File: src/rtl/uart_rx_status_pkg.sv
package uart_rx_status_pkg;
  localparam int NUM_FLAGS    = 6;
  localparam int FLAG_FULL    = 0;
  localparam int FLAG_IDLE    = 1;
  localparam int FLAG_OVR     = 2;
  localparam int FLAG_NOISE   = 3;
  localparam int FLAG_FRAME   = 4;
  localparam int FLAG_PARITY  = 5;
  // flags routed to the receiver request line; the rest go to the error line
  localparam logic [NUM_FLAGS-1:0] RX_GROUP_MASK = 6'b000011;
endpackage

File: src/rtl/rx_flag_cell.sv
module rx_flag_cell (
  input  logic clk_i,
  input  logic rst_ni,
  input  logic upd_i,
  input  logic upd_val_i,
  input  logic status_rd_i,
  input  logic data_rd_i,
  output logic flag_o
);
  logic flag_q, arm_q;

  always_ff @(posedge clk_i or negedge rst_ni) begin
    if (!rst_ni) begin
      flag_q <= 1'b0;
      arm_q  <= 1'b0;
    end else begin
      if (upd_i)                  flag_q <= upd_val_i;
      else if (data_rd_i && arm_q) flag_q <= 1'b0;
      // any update between the two reads disarms the clear
      if (upd_i || data_rd_i)       arm_q <= 1'b0;
      else if (status_rd_i && flag_q) arm_q <= 1'b1;
    end
  end

  assign flag_o = flag_q;

  assert_clear_armed_R9: assert property (@(posedge clk_i) disable iff (!rst_ni)
    (data_rd_i && arm_q && !upd_i) |=> !flag_q);
  assert_update_wins_R10: assert property (@(posedge clk_i) disable iff (!rst_ni)
    upd_i |=> (flag_q == $past(upd_val_i)));
endmodule

File: src/rtl/rx_idle_detect.sv
module rx_idle_detect #(
  parameter int IDLE_SHORT = 10,
  parameter int IDLE_LONG  = 11
) (
  input  logic clk_i,
  input  logic rst_ni,
  input  logic bit_tick_i,
  input  logic line_bit_i,
  input  logic nine_bit_i,
  input  logic char_done_i,
  output logic idle_set_o
);
  localparam int CNT_W = $clog2(IDLE_LONG + 1);
  localparam logic [CNT_W-1:0] THR_S = CNT_W'(IDLE_SHORT);
  localparam logic [CNT_W-1:0] THR_L = CNT_W'(IDLE_LONG);

  logic [CNT_W-1:0] cnt_q, thr;
  logic             allow_q, reach;

  assign thr   = nine_bit_i ? THR_L : THR_S;
  assign reach = bit_tick_i && line_bit_i && (cnt_q == thr - CNT_W'(1));
  assign idle_set_o = reach && allow_q;

  always_ff @(posedge clk_i or negedge rst_ni) begin
    if (!rst_ni) begin
      cnt_q   <= '0;
      allow_q <= 1'b1;
    end else begin
      if (bit_tick_i) begin
        if (!line_bit_i)     cnt_q <= '0;
        else if (cnt_q < thr) cnt_q <= cnt_q + CNT_W'(1);
      end
      if (char_done_i)     allow_q <= 1'b1;
      else if (idle_set_o) allow_q <= 1'b0;
    end
  end

  assert_idle_on_high_R3: assert property (@(posedge clk_i) disable iff (!rst_ni)
    idle_set_o |-> (bit_tick_i && line_bit_i));
  assert_idle_single_R5: assert property (@(posedge clk_i) disable iff (!rst_ni)
    idle_set_o |=> !idle_set_o);
endmodule

File: src/rtl/rx_irq_gate.sv
module rx_irq_gate
  import uart_rx_status_pkg::*;
(
  input  logic [NUM_FLAGS-1:0] flags_i,
  input  logic [NUM_FLAGS-1:0] en_i,
  output logic                 rx_irq_o,
  output logic                 err_irq_o
);
  logic [NUM_FLAGS-1:0] live;
  assign live      = flags_i & en_i;
  assign rx_irq_o  = |(live & RX_GROUP_MASK);
  assign err_irq_o = |(live & ~RX_GROUP_MASK);
endmodule

File: src/rtl/uart_rx_status.sv
module uart_rx_status
  import uart_rx_status_pkg::*;
#(
  parameter int DATA_W     = 9,
  parameter int IDLE_SHORT = 10,
  parameter int IDLE_LONG  = 11
) (
  input  logic              clk_i,
  input  logic              rst_ni,
  input  logic              char_done_i,
  input  logic [DATA_W-1:0] char_data_i,
  input  logic              char_noise_i,
  input  logic              char_parity_err_i,
  input  logic              char_stop_i,
  input  logic              bit_tick_i,
  input  logic              line_bit_i,
  input  logic              nine_bit_i,
  input  logic              status_rd_i,
  input  logic              data_rd_i,
  input  logic              rx_ie_i,
  input  logic              idle_ie_i,
  input  logic              ovr_ie_i,
  input  logic              noise_ie_i,
  input  logic              frame_ie_i,
  input  logic              parity_ie_i,
  output logic [DATA_W-1:0] rx_data_o,
  output logic              full_o,
  output logic              idle_o,
  output logic              overrun_o,
  output logic              noise_o,
  output logic              frame_err_o,
  output logic              parity_err_o,
  output logic              rx_irq_o,
  output logic              err_irq_o
);
  logic [NUM_FLAGS-1:0] flags, upd, upd_val, en;
  logic [DATA_W-1:0]    data_q;
  logic                 accept, idle_set;

  assign accept = char_done_i && !flags[FLAG_FULL];

  rx_idle_detect #(.IDLE_SHORT(IDLE_SHORT), .IDLE_LONG(IDLE_LONG)) u_idle (
    .clk_i, .rst_ni, .bit_tick_i, .line_bit_i, .nine_bit_i, .char_done_i,
    .idle_set_o(idle_set)
  );

  always_comb begin
    upd     = '0;
    upd_val = '0;
    upd[FLAG_FULL]     = accept;              upd_val[FLAG_FULL]   = 1'b1;
    upd[FLAG_IDLE]     = idle_set;            upd_val[FLAG_IDLE]   = 1'b1;
    upd[FLAG_OVR]      = char_done_i && flags[FLAG_FULL];
    upd_val[FLAG_OVR]  = 1'b1;
    upd[FLAG_NOISE]    = accept;              upd_val[FLAG_NOISE]  = char_noise_i;
    upd[FLAG_FRAME]    = accept;              upd_val[FLAG_FRAME]  = !char_stop_i;
    upd[FLAG_PARITY]   = accept;              upd_val[FLAG_PARITY] = char_parity_err_i;
  end

  for (genvar g = 0; g < NUM_FLAGS; g++) begin : g_flag
    rx_flag_cell u_cell (
      .clk_i, .rst_ni,
      .upd_i(upd[g]), .upd_val_i(upd_val[g]),
      .status_rd_i, .data_rd_i,
      .flag_o(flags[g])
    );
  end

  always_ff @(posedge clk_i or negedge rst_ni) begin
    if (!rst_ni)     data_q <= '0;
    else if (accept) data_q <= char_data_i;
  end

  always_comb begin
    en = '0;
    en[FLAG_FULL]   = rx_ie_i;
    en[FLAG_IDLE]   = idle_ie_i;
    en[FLAG_OVR]    = ovr_ie_i;
    en[FLAG_NOISE]  = noise_ie_i;
    en[FLAG_FRAME]  = frame_ie_i;
    en[FLAG_PARITY] = parity_ie_i;
  end

  rx_irq_gate u_irq (
    .flags_i(flags), .en_i(en), .rx_irq_o, .err_irq_o
  );

  assign rx_data_o    = data_q;
  assign full_o       = flags[FLAG_FULL];
  assign idle_o       = flags[FLAG_IDLE];
  assign overrun_o    = flags[FLAG_OVR];
  assign noise_o      = flags[FLAG_NOISE];
  assign frame_err_o  = flags[FLAG_FRAME];
  assign parity_err_o = flags[FLAG_PARITY];

  assert_load_char_R1: assert property (@(posedge clk_i) disable iff (!rst_ni)
    (char_done_i && !full_o) |=> (full_o && rx_data_o == $past(char_data_i)));
  assert_overrun_keeps_R6: assert property (@(posedge clk_i) disable iff (!rst_ni)
    (char_done_i && full_o && !data_rd_i) |=>
      ($stable(rx_data_o) && overrun_o && $stable(noise_o) &&
       $stable(frame_err_o) && $stable(parity_err_o)));
  assert_rx_irq_quiet_R2: assert property (@(posedge clk_i) disable iff (!rst_ni)
    (!rx_ie_i && !idle_ie_i) |-> !rx_irq_o);
  assert_err_irq_ovr_R8: assert property (@(posedge clk_i) disable iff (!rst_ni)
    (overrun_o && ovr_ie_i) |-> err_irq_o);
endmodule

File: config.mk
export PLATFORM = sky130hd
export DESIGN_NAME = uart_rx_status
export DESIGN_NICKNAME = d
export VERILOG_FILES = /design/src/rtl/uart_rx_status_pkg.sv /design/src/rtl/rx_flag_cell.sv /design/src/rtl/rx_idle_detect.sv /design/src/rtl/rx_irq_gate.sv /design/src/rtl/uart_rx_status.sv
export SDC_FILE = /design/constraint.sdc
export NUM_CORES = 1
export LEC_CHECK = 0
export BUFFER_PORTS_ARGS = -buffer_cell sky130_fd_sc_hd__buf_2
export CORE_MARGIN = 8
export CORE_UTILIZATION = 51
export DETAILED_ROUTE_END_ITERATION = 16
export MAX_ROUTING_LAYER = met4
export PLACE_DENSITY = 0.79
export SYNTH_ARGS = -nofsm -noshare
export SYNTH_HDL_FRONTEND = slang
export SYNTH_SLANG_ARGS = --single-unit
export TNS_END_PERCENT = 100
File: constraint.sdc
create_clock -name clk_i -period 3.2 [get_ports clk_i]
set_input_delay 0.16 -clock clk_i [delete_from_list [all_inputs] [get_ports clk_i]]
set_output_delay 0.16 -clock clk_i [all_outputs]
set_load 0.02 [all_outputs]
==> reports/qor.yml, run 1 <==
timing:
  rsz0062_at_grt: "no"
  slew_headroom: 0.628
  hold_violations: 0
  fin_skew_ps: 2.99
  worst_pin_slew_ps: 559
  min_period_ps: 1390
  finalSetupViolCount: 0
  drv_slew: 0
  fmax_mhz: 718
  finalSetupTns_ps: 0
  finalCritPeriodShare: 0.435
route:
  vias_per_cell: 5.06
  vias: 957
  firstDrtPassIters: 4
  wire_per_inst_um: 13.0
  drt_iter0_markers: 25
  routed_wl_mm: 2.46
  drc: 0
  ant_nets: 0
clock_network:
  htree_num_levels: 1
  cts_tree: "yes"
  root_buffer: "clkbuf_4"
  cts.clk_slew.worst_paths_ps: 140
  numClockSinks: 26
  cts_made_buffers: 3
  cts_buffer_depth: 2
  post_cts_buffers: 0
  insertion_delay_ps: 310
  post_cts_resized: 0
  hold_buffers: 1
logic_synthesis:
  syn_inst: 117
  ys_ff_latch: 26
  synth_top_cell_by_area: "dfrtp_1"
  ys_async_sr_fraction: 1.00
  ys_types: 28
  synth_area_per_cell_um2: 9.88
  synth_top_area_frac: 0.541
  yosysWarnings: 0
  synth_top_cells_by_count: "nand2_1, dfrtp_1, a21oi_1"
  ys_seq_area_frac: 0.564
  postSynthNetCount: 145
  ys_top_cells_by_area: "dfrtp_1, nand2_1, a21oi_1"
  synthFlopType: "dfrtp_1"
  post-synth-top-count-cell: "nand2_1"
  syn_area_um2: 1160
  synth-edff-count: 0
critical_path:
  reg2reg_slack_ps: 1820
  crit_chain: "a22o_1, buf_2"
  critical_path_class: "reg -> out"
  path_max_fanout: 9
  timing.rr.start: "u_idle.cnt_q[0]$_DFFE_PN0P_"
  max_stage_delay_ps: 520
  crit_arrival_ps: 1230
  reg2reg_depth: 5
  critPathCaptureType: "output pin"
  reg2reg_to: "u_idle.cnt_q[1]$_DFFE_PN0P_"
  cp_slowest_cell: "dfrtp_1"
  worst_setup_path_start_kind: "flip-flop"
  worstPathRequired_ps: 3040
die:
  initial_core_util: 0.533
  dieArea_um2: 4050
  rows: 17
  die_w_um: 63.6
  die_y_um: 63.6
  core-area_um2: 2170
  io_pins: 43
placement:
  portBuffers: 42
  dp_cells: 183
  hpwl_mm: 1.89
  place.gp.congestion: 0.710
power:
  p_leak_uw: 0.000748
  vdd_ir_drop_max_uv: 368
  power_density_nw_per_um2: 660
  p_total_uw: 941
hold_path:
  hold_path_startpoint: "char_data_i[8]"
  min_delay_path_depth: 3
  hold_end: "rx_data_o[8]$_DFFE_PN0P_"
  worstHoldPathType: "in -> reg"
global_routing:
  antenna_found_initial: 0
  grt.overflow.total: 0
  grt_pass1_wl_mm: 4.24
  track_usage: 0.131
  grt_max_degree: 27
  grt_pass1_vias: 994
cells_and_area:
  n_antenna_cell: 0
  final.fill_count: 204
  drive_gt1_frac: 0.317
  regArea_um2: 652
  fin_cells: 189
  multiInputGateArea_um2: 458
  fin_util: 0.657
  fin_nets: 190
  areaGrowthSynthToFinish_pct: 23.4
status:
  status: "finished clean"
flow_run:
  cap_violations: 0
[cells in the final DEF (no fill, tap or decap), drive strengths merged, types with 2 or more instances in the layout]
cell type	n
nand2b	2
a21oi	7
dlygate4sd3	2
a22oi	4
ha	2
nand2	41
nor2	3
a31oi	3
inv	4
a22o	2
o21ai	2
nor2b	2
nor3	3
clkbuf	4
dfrtp	25
buf	42
nand3	3
mux2i	2
[how the worst max path moves through the flow]
stage                                              startpoint                          end  slack (ps)  cells past startpoint
after detailed placement          u_idle.cnt_q[0]$_DFFE_PN0P_  u_idle.cnt_q[1]$_DFFE_PN0P_        1840                      5
after global routing              u_idle.cnt_q[0]$_DFFE_PN0P_  u_idle.cnt_q[1]$_DFFE_PN0P_        1710                      5
final                     g_flag[0].u_cell.flag_o$_DFFE_PN0P_                     rx_irq_o        1810                      2
after global placement            u_idle.cnt_q[0]$_DFFE_PN0P_  u_idle.cnt_q[0]$_DFFE_PN0P_        1920                      5
after CTS                 g_flag[0].u_cell.flag_o$_DFFE_PN0P_                     rx_irq_o        1790                      2
after floorplan                   u_idle.cnt_q[0]$_DFFE_PN0P_  u_idle.cnt_q[0]$_DFFE_PN0P_        1970                      5
[per-stage QoR]
step,cell area (µm²),setup slack (ps),hold slack [ps]
CTS,1420,1790,6.18
detailed placement,1370,1840,188
global placement,1370,1920,178
finish,1430,1810,21.1
global route,1430,1710,1.25
floorplan,1160,1970,-136
[layer usage]
layer,vias up,share of wire,global-route usage
met5,-,0,-
met4,0,0.0069,0.0585
met3,2,0.066,0.0459
met2,29,0.50,0.213
met1,437,0.43,0.140
li1,489,-,-
[layout make-up]
cell class	instances	share of cell area
clock buffer	4	0.0254
inverter	4	0.0105
multi-input combinational	83	0.321
sequential	26	0.457
tap	28	0.0246
timing repair buffer	44	0.161
[registers in the layout (all words and copies together), names as in the netlist]
name	cells
rx_data_o	9
g_flag.u_cell.arm_q	6
g_flag.u_cell.flag_o	6
u_idle.cnt_q	4
u_idle.allow_q	1
[where the power goes]
group          switching [µW]  internal (µW)  total, µW
Clock                    94.0           69.5        164
Combinational             189            122        311
Sequential               60.3            407        467
Total                     344            598        941
[critical path: cells and delay by family (launching register included)]
family / cells / cell delay [ps]
flip-flops: 1 / 520
AO/OA/AOI/OAI: 1 / 250
buffers and inverters: 1 / 150
[cells by family after synthesis]
group	count (synthesis)	share of synthesized area
multiplexers	2	0.0173
buffers and inverters	8	0.0400
AO/OA/AOI/OAI	22	0.127
AND/OR/NAND/NOR	56	0.223
flip-flops	26	0.564
adder cells (fa/ha/maj)	2	0.0216
XOR/XNOR	1	0.00758
Note: power is estimated with default switching activity, not from simulation.
==> run 2: changes to the inputs <==
--- a/config.mk
+++ b/config.mk
@@ -5,12 +5,14 @@
 export SDC_FILE = /design/constraint.sdc
 export NUM_CORES = 1
 export LEC_CHECK = 0
+export ABC_AREA = 1
 export BUFFER_PORTS_ARGS = -buffer_cell sky130_fd_sc_hd__buf_2
+export CORE_ASPECT_RATIO = 1.75
 export CORE_MARGIN = 8
-export CORE_UTILIZATION = 51
+export CORE_UTILIZATION = 48
 export DETAILED_ROUTE_END_ITERATION = 16
 export MAX_ROUTING_LAYER = met4
-export PLACE_DENSITY = 0.79
+export PLACE_DENSITY = 0.75
 export SYNTH_ARGS = -nofsm -noshare
 export SYNTH_HDL_FRONTEND = slang
 export SYNTH_SLANG_ARGS = --single-unit
==> constraint.sdc (replaced) <==
create_clock -name clk_i -period 1.4 [get_ports clk_i]
set_input_delay 0.07 -clock clk_i [delete_from_list [all_inputs] [get_ports clk_i]]
set_output_delay 0.07 -clock clk_i [all_outputs]
set_load 0.02 [all_outputs]
==> reports/qor.yml, run 2 <==
die:
  initial_core_util: 0.489  # -0.0438
  die_w_um: 53.4  # -16%
  dieArea_um2: 4350  # +7.5%
  die_y_um: 81.4  # +28%
  rows: 24  # +7
  core-area_um2: 2400  # +11%
  io_pins: 43  # unchanged
placement:
  place.gp.congestion: 0.867  # +22%
  hpwl_mm: 2.09  # +11%
  portBuffers: 42  # unchanged
  dp_cells: 188  # +2.7%
critical_path:
  startpoint: "u_idle.cnt_q[0]$_DFFE_PN0P_"
  worstPathRequired_ps: 1560  # -1480 ps
  worst_setup_path_start_kind: "flip-flop"
  cp_slowest_cell: "dfrtp_1"
  path_max_fanout: 7  # -2
  crit_arrival_ps: 1420  # +190 ps
  reg2reg_to: "u_idle.cnt_q[0]$_DFFE_PN0P_"
  reg2reg_depth: 7  # +2
  crit_chain: "inv_1, ha_1, nor2_1, nor2_1, nor2_4, nand2_1, o21ai_0"
  crit_top_cell: "nor2_1"
  reg2reg_slack_ps: 140  # -1680 ps
  critical_path_class: "reg -> reg"
  timing.rr.start: "u_idle.cnt_q[0]$_DFFE_PN0P_"
  critPathCaptureType: "flip-flop"
  max_stage_delay_ps: 430  # -90 ps
clock_network:
  cts_tree: "yes"
  htree_num_levels: 1  # unchanged
  cts_buffer_depth: 2  # unchanged
  cts_made_buffers: 3  # unchanged
  numClockSinks: 26  # unchanged
  root_buffer: "clkbuf_8"
  post_cts_buffers: 0  # unchanged
  cts.clk_slew.worst_paths_ps: 90  # -50 ps
  insertion_delay_ps: 270  # -40 ps
power:
  combPwrFrac: 0.375  # +0.045
  p_sw_uw: 1050  # +210%
  p_seq_frac: 0.414  # -0.082
  p_leak_uw: 0.000795  # +6.2%
  p_int_uw: 1830  # +210%
  p_sw_frac: 0.366  # +0.000666
  power_density_nw_per_um2: 1930  # +190%
  vdd_ir_drop_max_uv: 1310  # +260%
  clkPwrFrac: 0.212  # +0.038
cells_and_area:
  largest_reg_flops: 9  # unchanged
  layout_common_cells: "buf_2, nand2_1, dfrtp_1, nor2_1"
  fin_cells: 194  # +2.6%
  n_antenna_cell: 0  # unchanged
  final_common_cell: "buf_2"
  fin_util: 0.620  # -0.0371
  areaGrowthSynthToFinish_pct: 26.8
  drive_gt1_frac: 0.357  # +0.0404
  fin_nets: 197  # +3.7%
hold_path:
  hold_end: "u_idle.allow_q$_DFFE_PN1P_"
  min_delay_path_depth: 3  # unchanged
  hold_path_startpoint: "char_done_i"
  worstHoldPathType: "in -> reg"
route:
  drc: 0  # unchanged
  drt_iter0_markers: 26  # +4.0%
  wire_per_inst_um: 13.9  # +6.3%
  vias: 986  # +3.0%
  firstDrtPassIters: 4  # unchanged
  vias_per_cell: 5.08  # +0.37%
  ant_nets: 0  # unchanged
  routed_wl_mm: 2.69  # +9.1%
logic_synthesis:
  ys_async_sr_fraction: 1.00  # unchanged
  post-synth-top-count-cell: "nand2_1"
  ys_ff_latch: 26  # unchanged
  ys_seq_area_frac: 0.555  # -0.00901
  synth_top_cells_by_count: "nand2_1, dfrtp_1, nor2_1"
  synth_top_cell_by_area: "dfrtp_1"
  synth_top_area_frac: 0.532  # -0.00864
  synth-edff-count: 0  # unchanged
  postSynthNetCount: 150  # +3.4%
  synthFlopType: "dfrtp_1"
  yosysWarnings: 0  # unchanged
  syn_area_um2: 1170  # +1.6%
  ys_top_cells_by_area: "dfrtp_1, nand2_1, mux2_2"
  ys_types: 21  # -25%
  synth_area_per_cell_um2: 9.63  # -2.5%
  syn_inst: 122  # +4.3%
timing:
  hold_violations: 0  # unchanged
  slew_headroom: 0.629  # +0.00101
  finalSetupTns_ps: 0  # unchanged
  rsz0062_at_grt: "no"
  min_period_ps: 1260
  fin_skew_ps: 3.75  # +0.759 ps
  worst_pin_slew_ps: 557  # -1.52 ps
  fmax_mhz: 793
  finalCritPeriodShare: 0.901
  finalSetupViolCount: 0  # unchanged
  drv_slew: 0  # unchanged
global_routing:
  grt_pass1_wl_mm: 4.51  # +6.3%
  grt.overflow.total: 0  # unchanged
  antenna_found_initial: 0  # unchanged
  track_usage: 0.140  # +0.00886
  grt_max_degree: 27  # unchanged
  grt_pass1_vias: 1095  # +10%
flow_run:
  cap_violations: 0  # unchanged
status:
  status: "finished clean"
run 2: kinds of logic after synthesis:
kind of cell / count (synthesis) / synth area share
AO/OA/AOI/OAI: 14 / 0.0628
XOR/XNOR: 1 / 0.00746
adder cells (fa/ha/maj): 2 / 0.0213
buffers and inverters: 11 / 0.0447
flip-flops: 26 / 0.555
multiplexers: 9 / 0.0927
AND/OR/NAND/NOR: 59 / 0.216
run 2: how the worst max path moves through the flow:
stage / to / slack [ps] / depth (start not counted)
after floorplan: rx_data_o[0]$_DFFE_PN0P_ / 180 / 4
after global placement: g_flag[1].u_cell.arm_q$_DFFE_PN0P_ / 210 / 6
after detailed placement: u_idle.cnt_q[0]$_DFFE_PN0P_ / 140 / 7
after CTS: u_idle.cnt_q[0]$_DFFE_PN0P_ / 130 / 7
after global routing: g_flag[1].u_cell.arm_q$_DFFE_PN0P_ / 10 / 6
final: u_idle.cnt_q[0]$_DFFE_PN0P_ / 140 / 7
run 2: metal layers:
metal  vias to the layer above  routed length [µm]  part of all wire  GRT usage
met4                         0                  50             0.019     0.0635
li1                        484                   -                 -          -
met1                       465                1050              0.39      0.139
met2                        32                1450              0.54      0.249
met5                         -                   0                 0          -
met3                         5                 137             0.051     0.0272
run 2: worst max-delay path, delay by kind of cell, from the launching register on:
family          cells  cell delay [ps]
compound gates      1               80
simple gates        4              380
buf+inv             1              100
fa+ha+maj           1              150
flops               1              430
run 2: cell type report:
type / count / area [µm²]
flip-flops and latches: 26 / 652
inverters: 9 / 33.8
fillers: 217 / 912
multi-input cells: 85 / 470
repair buffers: 44 / 230
well taps: 26 / 32.5
clock inverters: 1 / 30.0
clock buffers: 3 / 41.3
run 2: power by group through the flow:
| stage | Clock (µW) | Combinational (µW) | Sequential [µW] |
|---|---|---|---|
| finish | 610 | 1080 | 1190 |
| global route | 643 | 1180 | 1230 |
| CTS | 623 | 1100 | 1190 |
| detailed placement | 0 | 1090 | 1200 |
| global placement | 0 | 1060 | 1180 |
| floorplan | 0 | 485 | 1430 |
run 2: what timing repair did:
action | CTS | global route
resized for setup | 0 | 0
hold buffers | 2 | 0
endpoints found under the hold margin | 26 | 0
run 2: per-stage QoR:
| stage | total power (µW) | setup WS, ps | hold WS, ps | area [µm²] |
|---|---|---|---|---|
| finish | 2880 | 139 | 13.3 | 1490 |
| global placement | 2240 | 211 | 89.8 | 1400 |
| global route | 3060 | 13.1 | 19.5 | 1490 |
| CTS | 2910 | 128 | 8.74 | 1490 |
| detailed placement | 2290 | 141 | 98.9 | 1400 |
| floorplan | 1910 | 178 | -226 | 1170 |
